### src/rtl/zc_pkg.sv
package zc_pkg;

    typedef enum logic [1:0] {
        SGN_UNKNOWN = 2'd0,
        SGN_POS     = 2'd1,
        SGN_NEG     = 2'd2
    } sgn_e;

    typedef enum logic [1:0] {
        ST_IDLE  = 2'd0,
        ST_PULSE = 2'd1,
        ST_GAP   = 2'd2
    } pst_e;

endpackage

### src/rtl/zc_sign_track.sv
module zc_sign_track
    import zc_pkg::*;
#(
    parameter int SAMPLE_W = 12,
    parameter int HYST     = 8
) (
    input  logic                       clk_i,
    input  logic                       rst_i,
    input  logic                       valid_i,
    input  logic signed [SAMPLE_W-1:0] sample_i,
    output logic                       xing_o
);

    localparam logic signed [SAMPLE_W-1:0] HI_LIM = SAMPLE_W'(HYST);
    localparam logic signed [SAMPLE_W-1:0] LO_LIM = -HI_LIM;

    sgn_e sign_q;
    sgn_e sign_new;
    logic decisive;
    logic xing_q;

    // Classify the incoming sample against the hysteresis band.
    always_comb begin
        sign_new = sign_q;
        decisive = 1'b0;
        if (valid_i) begin
            if (sample_i > HI_LIM) begin
                sign_new = SGN_POS;
                decisive = 1'b1;
            end else if (sample_i < LO_LIM) begin
                sign_new = SGN_NEG;
                decisive = 1'b1;
            end
        end
    end

    always_ff @(posedge clk_i) begin
        if (rst_i) begin
            sign_q <= SGN_UNKNOWN;
            xing_q <= 1'b0;
        end else begin
            xing_q <= decisive && (sign_q != SGN_UNKNOWN) && (sign_new != sign_q);
            if (decisive) begin
                sign_q <= sign_new;
            end
        end
    end

    assign xing_o = xing_q;

    // An unknown polarity can never yield a crossing.
    p_no_first_xing_r5: assert property (@(posedge clk_i) disable iff (rst_i)
        (sign_q == SGN_UNKNOWN) |=> !xing_q);

    // Samples inside the band, or not strobed, keep polarity and do not fire.
    p_band_hold_r6: assert property (@(posedge clk_i) disable iff (rst_i)
        (!valid_i || (sample_i <= HI_LIM && sample_i >= LO_LIM))
        |=> (!xing_q && sign_q == $past(sign_q)));

    p_ignore_strobe_r7: assert property (@(posedge clk_i) disable iff (rst_i)
        !valid_i |=> $stable(sign_q));

    p_same_pos_r10: assert property (@(posedge clk_i) disable iff (rst_i)
        (valid_i && sign_q == SGN_POS && sample_i > HI_LIM) |=> !xing_q);

    p_same_neg_r10: assert property (@(posedge clk_i) disable iff (rst_i)
        (valid_i && sign_q == SGN_NEG && sample_i < LO_LIM) |=> !xing_q);

    p_pos_going_r2: assert property (@(posedge clk_i) disable iff (rst_i)
        (valid_i && sign_q == SGN_NEG && sample_i > HI_LIM) |=> xing_q);

    p_neg_going_r3: assert property (@(posedge clk_i) disable iff (rst_i)
        (valid_i && sign_q == SGN_POS && sample_i < LO_LIM) |=> xing_q);

endmodule

### src/rtl/zc_pulse_fsm.sv
module zc_pulse_fsm
    import zc_pkg::*;
#(
    parameter int PULSE_CLKS = 2000
) (
    input  logic clk_i,
    input  logic rst_i,
    input  logic xing_i,
    output logic pulse_n_o
);

    localparam int CNT_W = $clog2(PULSE_CLKS + 1);
    localparam logic [CNT_W-1:0] LAST_CNT = CNT_W'(PULSE_CLKS - 1);

    pst_e             state_q;
    pst_e             state_d;
    logic [CNT_W-1:0] cnt_q;
    logic [CNT_W-1:0] cnt_d;

    // Next-state and count logic.
    always_comb begin
        state_d = state_q;
        cnt_d   = '0;
        unique case (state_q)
            ST_IDLE: begin
                if (xing_i) begin
                    state_d = ST_PULSE;
                end
            end
            ST_PULSE: begin
                if (xing_i) begin
                    state_d = ST_GAP;
                end else if (cnt_q == LAST_CNT) begin
                    state_d = ST_IDLE;
                end else begin
                    cnt_d = cnt_q + 1'b1;
                end
            end
            ST_GAP: begin
                state_d = ST_PULSE;
            end
            default: begin
                state_d = ST_IDLE;
            end
        endcase
    end

    // State register.
    always_ff @(posedge clk_i) begin
        if (rst_i) begin
            state_q <= ST_IDLE;
            cnt_q   <= '0;
        end else begin
            state_q <= state_d;
            cnt_q   <= cnt_d;
        end
    end

    // Outputs.
    always_comb begin
        unique case (state_q)
            ST_PULSE: pulse_n_o = 1'b0;
            default:  pulse_n_o = 1'b1;
        endcase
    end

    p_cnt_bound_r4: assert property (@(posedge clk_i) disable iff (rst_i)
        (state_q == ST_PULSE) |-> (cnt_q < CNT_W'(PULSE_CLKS)));

    p_full_width_r4: assert property (@(posedge clk_i) disable iff (rst_i)
        ($rose(pulse_n_o) && !$past(xing_i)) |-> ($past(cnt_q) == LAST_CNT));

    p_fall_cause_r2: assert property (@(posedge clk_i) disable iff (rst_i)
        $fell(pulse_n_o) |-> ($past(xing_i) || $past(state_q) == ST_GAP));

    p_retrig_high_r8: assert property (@(posedge clk_i) disable iff (rst_i)
        (state_q == ST_PULSE && xing_i) |=> pulse_n_o);

    p_gap_one_clk_r8: assert property (@(posedge clk_i) disable iff (rst_i)
        (state_q == ST_GAP) |=> !pulse_n_o);

    // Input expectation: crossings are never on consecutive clocks.
    p_gap_quiet_r8: assert property (@(posedge clk_i) disable iff (rst_i)
        (state_q == ST_GAP) |-> !xing_i);

endmodule

### src/rtl/zc_cross_count.sv
module zc_cross_count #(
    parameter int COUNT_W = 16
) (
    input  logic               clk_i,
    input  logic               rst_i,
    input  logic               xing_i,
    output logic [COUNT_W-1:0] count_o
);

    logic [COUNT_W-1:0] count_q;

    always_ff @(posedge clk_i) begin
        if (rst_i) begin
            count_q <= '0;
        end else if (xing_i) begin
            count_q <= count_q + 1'b1;
        end
    end

    assign count_o = count_q;

    p_count_step_r9: assert property (@(posedge clk_i) disable iff (rst_i)
        xing_i |=> (count_q == COUNT_W'($past(count_q) + 1'b1)));

    p_count_hold_r9: assert property (@(posedge clk_i) disable iff (rst_i)
        !xing_i |=> $stable(count_q));

endmodule

### src/rtl/zc_pulse_gen.sv
module zc_pulse_gen #(
    parameter int SAMPLE_W   = 12,
    parameter int HYST       = 8,
    parameter int PULSE_CLKS = 2000,
    parameter int COUNT_W    = 16,
    parameter bit COUNT_EN   = 1'b1
) (
    input  logic                       clk_i,
    input  logic                       rst_i,
    input  logic                       sample_valid_i,
    input  logic signed [SAMPLE_W-1:0] sample_i,
    output logic                       pulse_n_o,
    output logic [COUNT_W-1:0]         cross_count_o
);

    logic xing;

    zc_sign_track #(
        .SAMPLE_W (SAMPLE_W),
        .HYST     (HYST)
    ) u_sign (
        .clk_i    (clk_i),
        .rst_i    (rst_i),
        .valid_i  (sample_valid_i),
        .sample_i (sample_i),
        .xing_o   (xing)
    );

    zc_pulse_fsm #(
        .PULSE_CLKS (PULSE_CLKS)
    ) u_fsm (
        .clk_i     (clk_i),
        .rst_i     (rst_i),
        .xing_i    (xing),
        .pulse_n_o (pulse_n_o)
    );

    generate
        if (COUNT_EN) begin : g_count
            zc_cross_count #(
                .COUNT_W (COUNT_W)
            ) u_count (
                .clk_i   (clk_i),
                .rst_i   (rst_i),
                .xing_i  (xing),
                .count_o (cross_count_o)
            );
        end else begin : g_no_count
            assign cross_count_o = '0;
        end
    endgenerate

    p_reset_idle_r1: assert property (@(posedge clk_i)
        rst_i |=> (pulse_n_o && cross_count_o == '0));

endmodule

### config.mk
export PLATFORM = sky130hd
export DESIGN_NAME = zc_pulse_gen
export DESIGN_NICKNAME = d
export VERILOG_FILES = /design/src/rtl/zc_pkg.sv /design/src/rtl/zc_sign_track.sv /design/src/rtl/zc_pulse_fsm.sv /design/src/rtl/zc_cross_count.sv /design/src/rtl/zc_pulse_gen.sv
export SDC_FILE = /design/constraint.sdc
export NUM_CORES = 1
export LEC_CHECK = 0
export BUFFER_PORTS_ARGS = -buffer_cell sky130_fd_sc_hd__buf_2
export CAP_MARGIN = 40
export CORE_AREA = 2 2 55 57
export CTS_BUF_LIST = sky130_fd_sc_hd__clkbuf_4 sky130_fd_sc_hd__clkbuf_8
export DETAILED_ROUTE_END_ITERATION = 8
export DIE_AREA = 0 0 57 59
export GPL_ROUTABILITY_DRIVEN = 0
export PLACE_DENSITY = 0.82
export SLEW_MARGIN = 20
export SYNTH_ARGS = -nofsm -noshare
export SYNTH_HDL_FRONTEND = slang
export SYNTH_HIERARCHICAL = 1
export SYNTH_SLANG_ARGS = --single-unit
### constraint.sdc
create_clock -name clk_i -period 2.2 [get_ports clk_i]
set_input_delay 0.22 -clock clk_i [delete_from_list [all_inputs] [get_ports clk_i]]
set_output_delay 0.22 -clock clk_i [all_outputs]
set_load 0.01 [all_outputs]
## After elaboration in Yosys (flattened, before gate mapping)

Cells that the tools add are included.

- $lt $le $gt $ge: 2
- Multipliers: 0
- Equal/unequal tests: 6
- Muxes and demuxes: 11
- Shift operators: 0
- Bitwise gates (word level): 1
- Reduce and logical (&&, ||, !) cells: 6
- Divide/modulo/power cells: 0
- $add $sub $neg: 2

Operator list:

| kind | number |
|---|---|
| 16-bit by 1-bit adder with 16-bit output (second input constant) | 1 |
| 12-bit by 5-bit > comparator with 1-bit output (second input constant) | 1 |
| 12-bit by 4-bit less-than comparator with 1-bit output (second input constant) | 1 |
| 2-bit 2-to-1 mux | 6 |
| 11-bit by 1-bit adder with 11-bit output (second input constant) | 1 |
| 11-bit == test (second input constant) | 1 |
| 2-bit one-hot mux with 3 select lines | 1 |
| 1-bit 2-to-1 mux | 4 |
| 4-bit OR reduction | 1 |
| 3-bit by 2-bit inequality test with 1-bit output (second input constant) | 1 |
| 2-bit by 1-bit == test with 1-bit output (second input constant) | 1 |
| 2-bit == test (second input constant) | 1 |
| 1-bit logical AND | 2 |
| 2-bit zero test | 1 |
| 2-bit inequality test | 1 |
| 2-bit inequality test (second input constant) | 1 |
| 2-bit AND reduction | 1 |
| 2-bit nonzero test | 1 |
| 1-bit inverter | 1 |

- Bits in registers: 32
- Latch bits: 0
- Memories: 0
- Bits in writable memories: 0
- Output and inout bits: 17
- ROM bits: 0
- Word-level logic and storage cells: 33
- Input port bits: 15

## Depth between registers and ports, before layout

- Depth in word-level cells: 6
- Depth in mapped cells: 5
- Gate-level depth less buffers: 5

## By module

The synthesis kept the hierarchy.

Modules (own cells, without submodules):

| module | instances | cells each | area an instance (µm²) | sequential area each (µm²) |
|---|---|---|---|---|
| zc_cross_count | 1 | 83 | 757.0 | 320.3 |
| zc_pulse_fsm | 1 | 63 | 570.5 | 260.2 |
| zc_sign_track | 1 | 20 | 181.4 | 60.1 |

## Least setup slack after synthesis

OpenSTA, ideal clock, no wires.

- Path kind: register to register
- Start point: reg g_count.u_count.count_q[5] (netlist: g_count.u_count/count_o[5])
- End point: reg g_count.u_count.count_q[14] (netlist: g_count.u_count/count_o[14])
- Setup time: 121 ps
- Buffers on the path: 0
- Setup slack: 500 ps
- Cell stages (with the launch flop): 5
- Arrival: 1579 ps
- Clock period less this slack: 1700 ps
- Cell sequence: dfxtp_1 -> nand4_2 -> or2_2 -> nor4_1 -> mux2_2

- Cells in the longest elaborated chain, start to end: 1

Ends and longest elaborated chain:

| item | line | source |
|---|---|---|
| start, declared | zc_cross_count.sv:10 | `logic [COUNT_W-1:0] count_q;` |
| start signal, assigned | zc_cross_count.sv:16 | `count_q <= count_q + 1'b1;` |
| 16-bit by 1-bit adder with 16-bit output | zc_cross_count.sv:16 |  |

Every way passes these cells.
A chain may end at the register's enable or synchronous reset.

## Final worst setup path

Ends and elaborated chain as after synthesis.

==> flow_summary.yaml <==
synthesis:
  synth.top_cell.area_share: 0.4245
  yosysMostFrequentCell: "sky130_fd_sc_hd__dfxtp_1"
  async_flop_share: 0
  yosys-top-cells-count: "sky130_fd_sc_hd__dfxtp_1 (32), sky130_fd_sc_hd__nor2_1 (27), sky130_fd_sc_hd__nand2_1 (14)"
  synth.top_cells.by_area: "sky130_fd_sc_hd__dfxtp_1 (42%), sky130_fd_sc_hd__nor2_1 (6.7%), sky130_fd_sc_hd__xnor2_1 (4.6%), sky130_fd_sc_hd__xor2_1 (4.6%), sky130_fd_sc_hd__nand2_1 (3.5%)"
  synthesis.nets: 183
  most_common_flop_cell_mapped_by_yosys: "sky130_fd_sc_hd__dfxtp_1"
  post_synth_edffs: 0
  synth_sequential_area_ratio: 0.4245
  synth_largest_area_cell: "sky130_fd_sc_hd__dfxtp_1"
  synth.yosys.warnings: 6
  summed_instance_area_of_the_synthesized_netlist_um2: 1509
  syn_area_per_cell_um2: 9.090
  syn_inst: 166
  synth.ff_latch_count: 32
  yosysUniqueCellTypes: 44
routing:
  detailedRoute.firstPassIterationCount: 4
  initial_drc_count: 49
  routed_wire_length_per_instance_um: 13.67
  routed-via-count: 1357
  drc_viols: 0
  route.final.wire_length_um: 3184
  ant_nets: 0
  avgViaCountPerCell: 5.824
setup_path:
  crit_reg_reg_endpoint: "g_count.u_count/count_o[14]$_SDFFE_PP0P_"
  worst-r2r-cell-count: 4
  timing.critical_path.from: "g_count.u_count/count_o[5]$_SDFFE_PP0P_"
  cp-end-kind: "flop"
  ff2ff_setup_slack_ns: 0.38
  regToRegStartpoint: "g_count.u_count/count_o[5]$_SDFFE_PP0P_"
  critical_path.startpoint_type: "flop"
  worst_ep_arrival_time_ns: 2.06
  cp.required_ns: 2.44
  worstSetupEndpoint: "g_count.u_count/count_o[14]$_SDFFE_PP0P_"
  timing.critical_path.fanout_max: 7
  timing_worst_setup_path_type: "reg2reg"
clock_tree:
  post_cts.resized_instances: 0
  htreeDepth: 2
  post_cts.repair.setup_buffers: 0
  cts_root_buf: "sky130_fd_sc_hd__clkbuf_4"
  clk-insertion-delay-late_ns: 0.34
  clockBufferDepth: 2
  cts-hold-fix-buffers: 0
  cts.reportedPaths.clkPinSlew_ns: 0.11
  tritoncts: "done"
  cts_made_buffers: 5
  cts.sinks: 32
timing:
  worstMarginPinSlew_ns: 0.4525
  report.final.slew_viol_count: 0
  setup_total_negative_slack_ns: 0
  max_slew_margin: 0.6960
  fin_ws_ns: 0.3785
  clock_skew_ns: 0.01368
  rsz0062_at_grt: "false"
  period_needed_ns: 1.821
  final-setup-viol-count: 0
  fmaxAchievable_mhz: 549.0
  finalCritPeriodShare: 0.8279
  report.final.hold_viol_count: 0
global_routing:
  grt_overflow_total: 0
  grt_first_pass_wirelength_um: 5257
  vias_in_the_first_global_route: 1225
  largest_net_degree_at_the_start_of_global_routing: 27
  grt_antenna_before_repair: 0
  track_usage: 0.2035
power_and_ir_drop:
  p_int_mw: 0.8534
  p_sw_mw: 0.2369
  total_power_mw: 1.090
  p_seq_frac: 0.540
  leakagePower_nw: 0.7062
  power.clock.fraction: 0.421
  vdd.ir_drop.worst_mv: 0.6669
  netSwitchingFraction: 0.2173
  power_density_nw_per_um2: 615.4
  power_frac_comb: 0.039
place:
  place.port_buffers: 31
  dp_cells: 225
  post-dp-hpwl_um: 2308
  pre_cts_slack_ns: 0.4304
floorplan:
  fp.dieArea_um2: 3363
  rows: 19
  num_io_pins: 32
  dieWidth_um: 57
  die_y_um: 59
  floorplan.initialDensity: 0.5568
  core_area_um2: 2710
final_layout:
  area_delta_synth_final_pct: 17.41
  nNetsFinal: 218
  drive_gt1_frac: 0.2574
  finalCoreUtilization: 0.6537
  number_of_diodes_added_for_antenna_fixing: 0
  final_non_filler_cell_total: 233
run_status:
  outcome: "completed"
job:
  max_capacitance_violation_count: 0
min_path:
  hp-class: "in2reg"
==> critical path, stage by stage, from the launching register on <==
cell	delay (ns)
sky130_fd_sc_hd__dfxtp_1	0.46
sky130_fd_sc_hd__nand4_2	0.22
sky130_fd_sc_hd__or2_2	0.38
sky130_fd_sc_hd__nor4_1	0.28
sky130_fd_sc_hd__mux2_2	0.37
==> placed cells by master, fill, tap and decap left out, types with 3 or more instances in the layout <==
master,netlist,layout
sky130_fd_sc_hd__a21oi_1,5,5
sky130_fd_sc_hd__buf_2,0,31
sky130_fd_sc_hd__clkbuf_4,0,6
sky130_fd_sc_hd__dfxtp_1,32,32
sky130_fd_sc_hd__inv_1,7,7
sky130_fd_sc_hd__nand2_1,14,14
sky130_fd_sc_hd__nand3_1,5,5
sky130_fd_sc_hd__nand4_1,4,4
sky130_fd_sc_hd__nor2_1,27,27
sky130_fd_sc_hd__nor3_1,7,7
sky130_fd_sc_hd__nor4_1,3,3
sky130_fd_sc_hd__or3_1,3,3
sky130_fd_sc_hd__xnor2_1,8,8
sky130_fd_sc_hd__xor2_1,8,8
==> per-layer routing <==
| metal | track usage | vias up | routed length, um |
|---|---|---|---|
| met2 | 0.3514 | 60 | 1585 |
| li1 | - | 662 | - |
| met3 | 0.06114 | 4 | 238 |
| met1 | 0.2342 | 631 | 1339 |
| met4 | 0.08970 | 0 | 22 |
| met5 | 0 | - | 0 |
==> area by class of cell <==
| type | instances | area (um2) |
|---|---|---|
| well taps | 31 | 38.79 |
| inverters | 7 | 26.28 |
| clock inverters | 2 | 35.03 |
| multi-input cells | 124 | 830.8 |
| fillers | 239 | 938.4 |
| repair buffers | 31 | 155.1 |
| flip-flops and latches | 32 | 640.6 |
| clock buffers | 6 | 45.04 |
==> worst min path at each step <==
stage	cells after the start	endpoint	slack, ns	from
6_report	3	u_sign/xing_o$_SDFF_PP0_	0.11	sample_valid_i
5_1_grt	3	u_sign/xing_o$_SDFF_PP0_	0.12	sample_valid_i
4_1_cts	3	u_sign/xing_o$_SDFF_PP0_	0.11	sample_valid_i
3_5_place_dp	1	u_fsm/state_q[0]$_SDFFE_PP0P_	0.45	u_fsm/state_q[0]$_SDFFE_PP0P_
3_3_place_gp	1	u_fsm/state_q[0]$_SDFFE_PP0P_	0.43	u_fsm/state_q[0]$_SDFFE_PP0P_
2_1_floorplan	1	u_sign/xing_o$_SDFF_PP0_	0.29	rst_i
==> state kept, by name (all words and copies together) (netlist names) <==
signal                   cells
u_fsm/state_q                2
u_fsm/cnt_q                 11
u_sign/sign_q                2
g_count.u_count/count_o     16
u_sign/xing_o                1
==> cell families (layout without fill, tap and decap cells) <==
| family | Yosys count | in the layout | share of synthesized area |
|---|---|---|---|
| simple gates | 81 | 81 | 0.3043 |
| flops | 32 | 32 | 0.4245 |
| compound gates | 21 | 21 | 0.1086 |
| xor+xnor | 16 | 16 | 0.09287 |
| buf+inv | 10 | 46 | 0.02488 |
| mux | 4 | 4 | 0.02819 |
| fa+ha+maj | 2 | 2 | 0.01658 |
==> stage by stage <==
step                      hold WS [ns]  cell area [um2]
after global routing            0.1219             1772
after global placement          0.4348             1692
final                           0.1113             1772
after CTS                       0.1088             1772
after detailed placement        0.4479             1692
after floorplan                 0.2928             1509
==> power by group through the flow <==
| stage | registers [mW] | clock network [mW] | logic, mW |
|---|---|---|---|
| 6_report | 0.588 | 0.459 | 0.0429 |
| 5_1_grt | 0.589 | 0.491 | 0.0487 |
| 4_1_cts | 0.588 | 0.464 | 0.0430 |
| 3_5_place_dp | 0.602 | 0 | 0.0430 |
| 3_3_place_gp | 0.601 | 0 | 0.0402 |
| 2_1_floorplan | 0.601 | 0 | 0.0213 |
No activity file was read; power rests on OpenSTA's default activity.
